--- config.mk ---
export PLATFORM = sky130hd
export DESIGN_NAME = scaled_addsub_unit
export DESIGN_NICKNAME = d
export VERILOG_FILES = /design/src/rtl/sau_pkg.sv /design/src/rtl/sau_decode.sv /design/src/rtl/sau_addsub.sv /design/src/rtl/sau_cmp.sv /design/src/rtl/scaled_addsub_unit.sv
export SDC_FILE = /design/constraint.sdc
export NUM_CORES = 1
export LEC_CHECK = 0
export BUFFER_PORTS_ARGS = -buffer_cell sky130_fd_sc_hd__buf_4
export CORE_MARGIN = 2
export CORE_UTILIZATION = 55
export DETAILED_ROUTE_END_ITERATION = 8
export PLACE_DENSITY = 0.79
export SLEW_MARGIN = 20
export SYNTH_ARGS = -nofsm -noshare
export SYNTH_HDL_FRONTEND = slang
export SYNTH_SLANG_ARGS = --single-unit
--- constraint.sdc ---
create_clock -name vclk -period 19.33
set_input_delay 1.933 -clock vclk [all_inputs]
set_output_delay 1.933 -clock vclk [all_outputs]
set_load 0.01 [all_outputs]
--- src/rtl/sau_pkg.sv ---
package sau_pkg;

  typedef enum logic [2:0] {
    OPK_ARITH,
    OPK_EQ,
    OPK_SLT,
    OPK_SLE,
    OPK_ULT,
    OPK_ULE,
    OPK_BYTEGE,
    OPK_NONE
  } op_kind_e;

  typedef struct packed {
    op_kind_e    kind;
    logic        sub;
    logic        longw;
    logic [1:0]  shamt;
    logic        trap;
    logic        legal;
  } op_ctl_t;

endpackage

--- src/rtl/sau_decode.sv ---
module sau_decode
  import sau_pkg::*;
#(
  parameter int FUNC_W = 7
) (
  input  logic [FUNC_W-1:0] func,
  output op_ctl_t           ctl
);

  always_comb begin
    ctl.kind  = OPK_NONE;
    ctl.sub   = 1'b0;
    ctl.longw = 1'b0;
    ctl.shamt = 2'd0;
    ctl.trap  = 1'b0;
    ctl.legal = 1'b1;
    case (func)
      // additions
      7'h00: begin ctl.kind = OPK_ARITH; ctl.longw = 1'b1; end
      7'h40: begin ctl.kind = OPK_ARITH; ctl.longw = 1'b1; ctl.trap = 1'b1; end
      7'h02: begin ctl.kind = OPK_ARITH; ctl.longw = 1'b1; ctl.shamt = 2'd2; end
      7'h12: begin ctl.kind = OPK_ARITH; ctl.longw = 1'b1; ctl.shamt = 2'd3; end
      7'h20: begin ctl.kind = OPK_ARITH; end
      7'h60: begin ctl.kind = OPK_ARITH; ctl.trap = 1'b1; end
      7'h22: begin ctl.kind = OPK_ARITH; ctl.shamt = 2'd2; end
      7'h32: begin ctl.kind = OPK_ARITH; ctl.shamt = 2'd3; end
      // subtractions
      7'h09: begin ctl.kind = OPK_ARITH; ctl.sub = 1'b1; ctl.longw = 1'b1; end
      7'h49: begin ctl.kind = OPK_ARITH; ctl.sub = 1'b1; ctl.longw = 1'b1; ctl.trap = 1'b1; end
      7'h0b: begin ctl.kind = OPK_ARITH; ctl.sub = 1'b1; ctl.longw = 1'b1; ctl.shamt = 2'd2; end
      7'h1b: begin ctl.kind = OPK_ARITH; ctl.sub = 1'b1; ctl.longw = 1'b1; ctl.shamt = 2'd3; end
      7'h29: begin ctl.kind = OPK_ARITH; ctl.sub = 1'b1; end
      7'h69: begin ctl.kind = OPK_ARITH; ctl.sub = 1'b1; ctl.trap = 1'b1; end
      7'h2b: begin ctl.kind = OPK_ARITH; ctl.sub = 1'b1; ctl.shamt = 2'd2; end
      7'h3b: begin ctl.kind = OPK_ARITH; ctl.sub = 1'b1; ctl.shamt = 2'd3; end
      // compares
      7'h2d: ctl.kind = OPK_EQ;
      7'h4d: ctl.kind = OPK_SLT;
      7'h6d: ctl.kind = OPK_SLE;
      7'h1d: ctl.kind = OPK_ULT;
      7'h3d: ctl.kind = OPK_ULE;
      7'h0f: ctl.kind = OPK_BYTEGE;
      default: ctl.legal = 1'b0;
    endcase
  end

endmodule

--- src/rtl/sau_addsub.sv ---
module sau_addsub #(
  parameter int DATA_W = 64,
  parameter int HALF_W = 32
) (
  input  logic [DATA_W-1:0] a,
  input  logic [DATA_W-1:0] b,
  input  logic              sub,
  input  logic              longw,
  input  logic [1:0]        shamt,
  input  logic              trap,
  output logic [DATA_W-1:0] res,
  output logic              ovf
);

  logic [DATA_W-1:0] a_sc;
  logic [DATA_W-1:0] sum;
  logic              sgn_a, sgn_b, sgn_r;

  always_comb begin
    a_sc  = a << shamt;
    sum   = sub ? (a_sc - b) : (a_sc + b);
    if (longw) begin
      res   = {{(DATA_W-HALF_W){sum[HALF_W-1]}}, sum[HALF_W-1:0]};
      sgn_a = a_sc[HALF_W-1];
      sgn_b = b[HALF_W-1];
      sgn_r = sum[HALF_W-1];
    end else begin
      res   = sum;
      sgn_a = a_sc[DATA_W-1];
      sgn_b = b[DATA_W-1];
      sgn_r = sum[DATA_W-1];
    end
    ovf = trap & (sub ? (sgn_a != sgn_b) : (sgn_a == sgn_b)) & (sgn_r != sgn_a);
  end

endmodule

--- src/rtl/sau_cmp.sv ---
module sau_cmp
  import sau_pkg::*;
#(
  parameter int DATA_W = 64,
  parameter int LANE_W = 8
) (
  input  logic [DATA_W-1:0] a,
  input  logic [DATA_W-1:0] b,
  input  op_kind_e          kind,
  output logic [DATA_W-1:0] res
);

  localparam int LANES = DATA_W / LANE_W;

  logic [LANES-1:0] lane_ge;

  for (genvar i = 0; i < LANES; i++) begin : g_lane
    assign lane_ge[i] = a[i*LANE_W +: LANE_W] >= b[i*LANE_W +: LANE_W];
  end

  logic is_eq, is_slt, is_ult;

  always_comb begin
    is_eq  = (a == b);
    is_slt = ($signed(a) < $signed(b));
    is_ult = (a < b);
    res    = '0;
    case (kind)
      OPK_EQ:     res[0] = is_eq;
      OPK_SLT:    res[0] = is_slt;
      OPK_SLE:    res[0] = is_slt | is_eq;
      OPK_ULT:    res[0] = is_ult;
      OPK_ULE:    res[0] = is_ult | is_eq;
      OPK_BYTEGE: res[LANES-1:0] = lane_ge;
      default:    res = '0;
    endcase
  end

endmodule

--- src/rtl/scaled_addsub_unit.sv ---
module scaled_addsub_unit
  import sau_pkg::*;
#(
  parameter int DATA_W = 64,
  parameter int LIT_W  = 8,
  parameter int FUNC_W = 7
) (
  input  logic [DATA_W-1:0] op_a,
  input  logic [DATA_W-1:0] reg_b,
  input  logic [LIT_W-1:0]  lit_b,
  input  logic              use_lit,
  input  logic [FUNC_W-1:0] func,
  output logic [DATA_W-1:0] result,
  output logic              ovf_trap,
  output logic              illegal_func
);

  localparam int HALF_W = DATA_W / 2;
  localparam int LANE_W = 8;
  localparam int LANES  = DATA_W / LANE_W;

  op_ctl_t           ctl;
  logic [DATA_W-1:0] b_eff;
  logic [DATA_W-1:0] arith_res, cmp_res;
  logic              arith_ovf;

  assign b_eff = use_lit ? {{(DATA_W-LIT_W){1'b0}}, lit_b} : reg_b;

  sau_decode #(.FUNC_W(FUNC_W)) u_dec (
    .func (func),
    .ctl  (ctl)
  );

  sau_addsub #(.DATA_W(DATA_W), .HALF_W(HALF_W)) u_add (
    .a     (op_a),
    .b     (b_eff),
    .sub   (ctl.sub),
    .longw (ctl.longw),
    .shamt (ctl.shamt),
    .trap  (ctl.trap),
    .res   (arith_res),
    .ovf   (arith_ovf)
  );

  sau_cmp #(.DATA_W(DATA_W), .LANE_W(LANE_W)) u_cmp (
    .a    (op_a),
    .b    (b_eff),
    .kind (ctl.kind),
    .res  (cmp_res)
  );

  always_comb begin
    illegal_func = ~ctl.legal;
    ovf_trap     = 1'b0;
    result       = '0;
    if (ctl.kind == OPK_ARITH) begin
      result   = arith_res;
      ovf_trap = arith_ovf;
    end else if (ctl.kind != OPK_NONE) begin
      result   = cmp_res;
    end
  end

  // Cross-unit checks between decoder, datapath and output mux
  always_comb begin
    if (illegal_func) begin
      assert_illegal_zero_R10: assert (result == '0 && !ovf_trap)
        else $error("illegal code produced data or trap");
    end
    if (ovf_trap) begin
      assert_no_overflow_R6: assert (ctl.trap && ctl.kind == OPK_ARITH)
        else $error("overflow flag on a non-trapping code");
    end
    if (ctl.kind == OPK_BYTEGE) begin
      assert_lane_upper_R8: assert (result[DATA_W-1:LANES] == '0)
        else $error("byte compare upper bits not zero");
    end
    if (ctl.kind inside {OPK_EQ, OPK_SLT, OPK_SLE, OPK_ULT, OPK_ULE}) begin
      assert_bool_cmp_R7: assert (result[DATA_W-1:1] == '0)
        else $error("scalar compare not 0 or 1");
    end
    if (ctl.kind == OPK_ARITH && ctl.longw) begin
      assert_long_sext_R3: assert (result[DATA_W-1:HALF_W] == {HALF_W{result[HALF_W-1]}})
        else $error("longword result not sign extended");
    end
  end

endmodule

==> flow_summary.yaml <==
run_status:
  outcome: "completed"
placed_design:
  place_congestion: 1.01
  placedCellCount: 1803
  hpwl_mm: 28.2
  port_buffers: 210
  pre_cts_ws_ns: 9.48
detailed_routing:
  drc: 0
  wl_per_cell_microns: 19.0
  drt-initial-drc-count: 1014
  ant_nets: 0
  firstDrtPassIters: 5
  wl_mm: 34.3
  vias: 11600
  viasPerCell: 6.44
floorplanning:
  core_sq_um: 16600
  start_util_pct: 56.3
  die_h_microns: 134
  chipWidth_microns: 134
  die_area_sq_um: 18100
  ios: 210
  rows: 47
timing:
  final.setup.tns_ns: 0
  setup_viol: 0
  rsz0062_at_grt: "no"
  min_period_ns: 9.99
  fin_ws_ns: 9.34
  timing.final.crit_share_pct: 51.7
  worst_slew_pin_slew_ns: 0.972
  max_freq_mhz: 100
  slew_viol_final: 0
  max-slew-margin-rel_pct: 34.8
  finalHoldViolCount: 0
power_and_ir_drop:
  total_power_uw: 374
  vdd_drop_max_v: 0.0000256
  powerDensity_nw_per_um2: 33.9
  power_leakage_nw: 5.53
layout:
  fillers: 1591
  nFlopsAndLatches: 0
  layout_common_cells: "buf_4 (218), nand2_1 (203), o21ai_0 (155)"
  final_core_util_pct: 66.2
  nets: 1865
  nClkBuffers: 0
  final_common_cell: "buf_4"
  multi_input_area_sq_um: 8940
  regArea_sq_um: 0
  stdcell_count: 1803
  n_antenna_cell: 0
  syn2layout_area_growth_pct: 17.6
  drive_above_1_share_pct: 15.2
clock_network:
  hold_buffers: 0
  cts_setup_buffers: 0
  cts-resized-gates: 0
critical_path:
  endpoint_kind: "output port"
  worstPathMaxFanout: 42
  cp.arrival_ns: 8.06
  worstSetupStartpointType: "input port"
  criticalPathCategory: "input port to output port"
  cp.required_ns: 17.40
yosys:
  yosys_warnings: 0
  yosysTopAreaCell: "ha_1"
  syn-mean-instance-area_sq_um: 6.52
  syn_inst: 1437
  synth.distinct_cells: 77
  synth.area.top_cells: "ha_1 (18%), o21ai_0 (8.3%), nand2_1 (8.1%)"
  syn_area_sq_um: 9370
  yosysSeqAreaShare_pct: 0
  synth_nets: 1717
  synth.top_cell.area_share_pct: 18.0
grt:
  antenna_found_initial: 0
  grt_pass1_vias: 10500
  grt_max_degree: 73
  grt_pass1_wl_mm: 54.1
  grt_usage_pct: 36.3
  grt_overflow: 0
worst_hold_path:
  hold_depth: 4
  hp-start: "func[6]"
  hold_class: "input port to output port"
  hold-path-endpoint: "ovf_trap"
flow_run:
  max-cap-violations: 0
==> metal layers <==
| layer | share of wire (%) | track usage, % |
|---|---|---|
| met1 | 43 | 51.4 |
| met2 | 44 | 57.3 |
| met3 | 9.5 | 4.05 |
| met4 | 3.5 | 11.8 |
| met5 | 0 | 0 |
==> report_power, final <==
| part | internal [mW] | switching, mW | total, mW |
|---|---|---|---|
| registers | 0 | 0 | 0 |
| logic | 0.154 | 0.220 | 0.374 |
| clock network | 0 | 0 | 0 |
| total | 0.154 | 0.220 | 0.374 |
==> cell families after synthesis <==
| logic type | synth area share (%) |
|---|---|
| fa+ha+maj | 18.2 |
| buf+inv | 4.73 |
| simple gates | 26.0 |
| mux | 7.99 |
| compound gates | 32.2 |
| xor+xnor | 10.9 |
==> cells in the mapped netlist, types with 12 or more instances <==
cell type,n
a21o_1,75
a21oi_1,134
nor2_1,99
a31oi_1,16
inv_1,42
nand2_1,203
nand4_1,28
and3_1,18
clkbuf_1,59
or3_1,12
and2_1,12
nor3_1,29
xor2_1,46
ha_1,135
nand2b_1,16
nor2b_1,22
o21ai_0,155
mux2i_1,70
nand3_1,34
xnor2_1,63
==> worst max-delay path, stage by stage <==
cell and delay [ns]:
buf_4 0.41, mux2i_1 0.36, ha_1 0.25, o221ai_1 0.14, or2_1 0.33, a21o_1 0.25, nor2_1 0.37, a41oi_1 0.20
xor2_1 0.18, ha_1 0.40, a21o_1 0.24, o41ai_1 0.65, o21ai_1 0.21, xor2_1 0.68, o21ai_2 0.40, buf_4 0.34
a311o_1 0.28, a211oi_1 0.24, buf_4 0.17
==> area by class of cell <==
cell class	count	area share, %
Tap cell	220	2.50
Multi-Input combinational cell	1322	81.2
Timing Repair Buffer	218	14.9
Inverter	43	1.47
==> worst max path at each step <==
stage            start  cells after the start          to  slack [ns]
6_report       use_lit                     19  result[42]        9.34
5_1_grt        func[4]                     19  result[42]        8.91
4_1_cts        use_lit                     19  result[42]        9.44
3_5_place_dp   use_lit                     19  result[42]        9.48
3_3_place_gp   use_lit                     19  result[42]        9.66
2_1_floorplan  use_lit                     23  result[57]       10.21
==> stage by stage <==
| stage | area, sq um | hold slack, ns |
|---|---|---|
| after floorplan | 9370 | 4.00 |
| after global placement | 11000 | 4.32 |
| after detailed placement | 11000 | 4.33 |
| after CTS | 11000 | 4.32 |
| after global routing | 11000 | 4.34 |
| final | 11000 | 4.33 |
(Power assumes the default switching activity.)
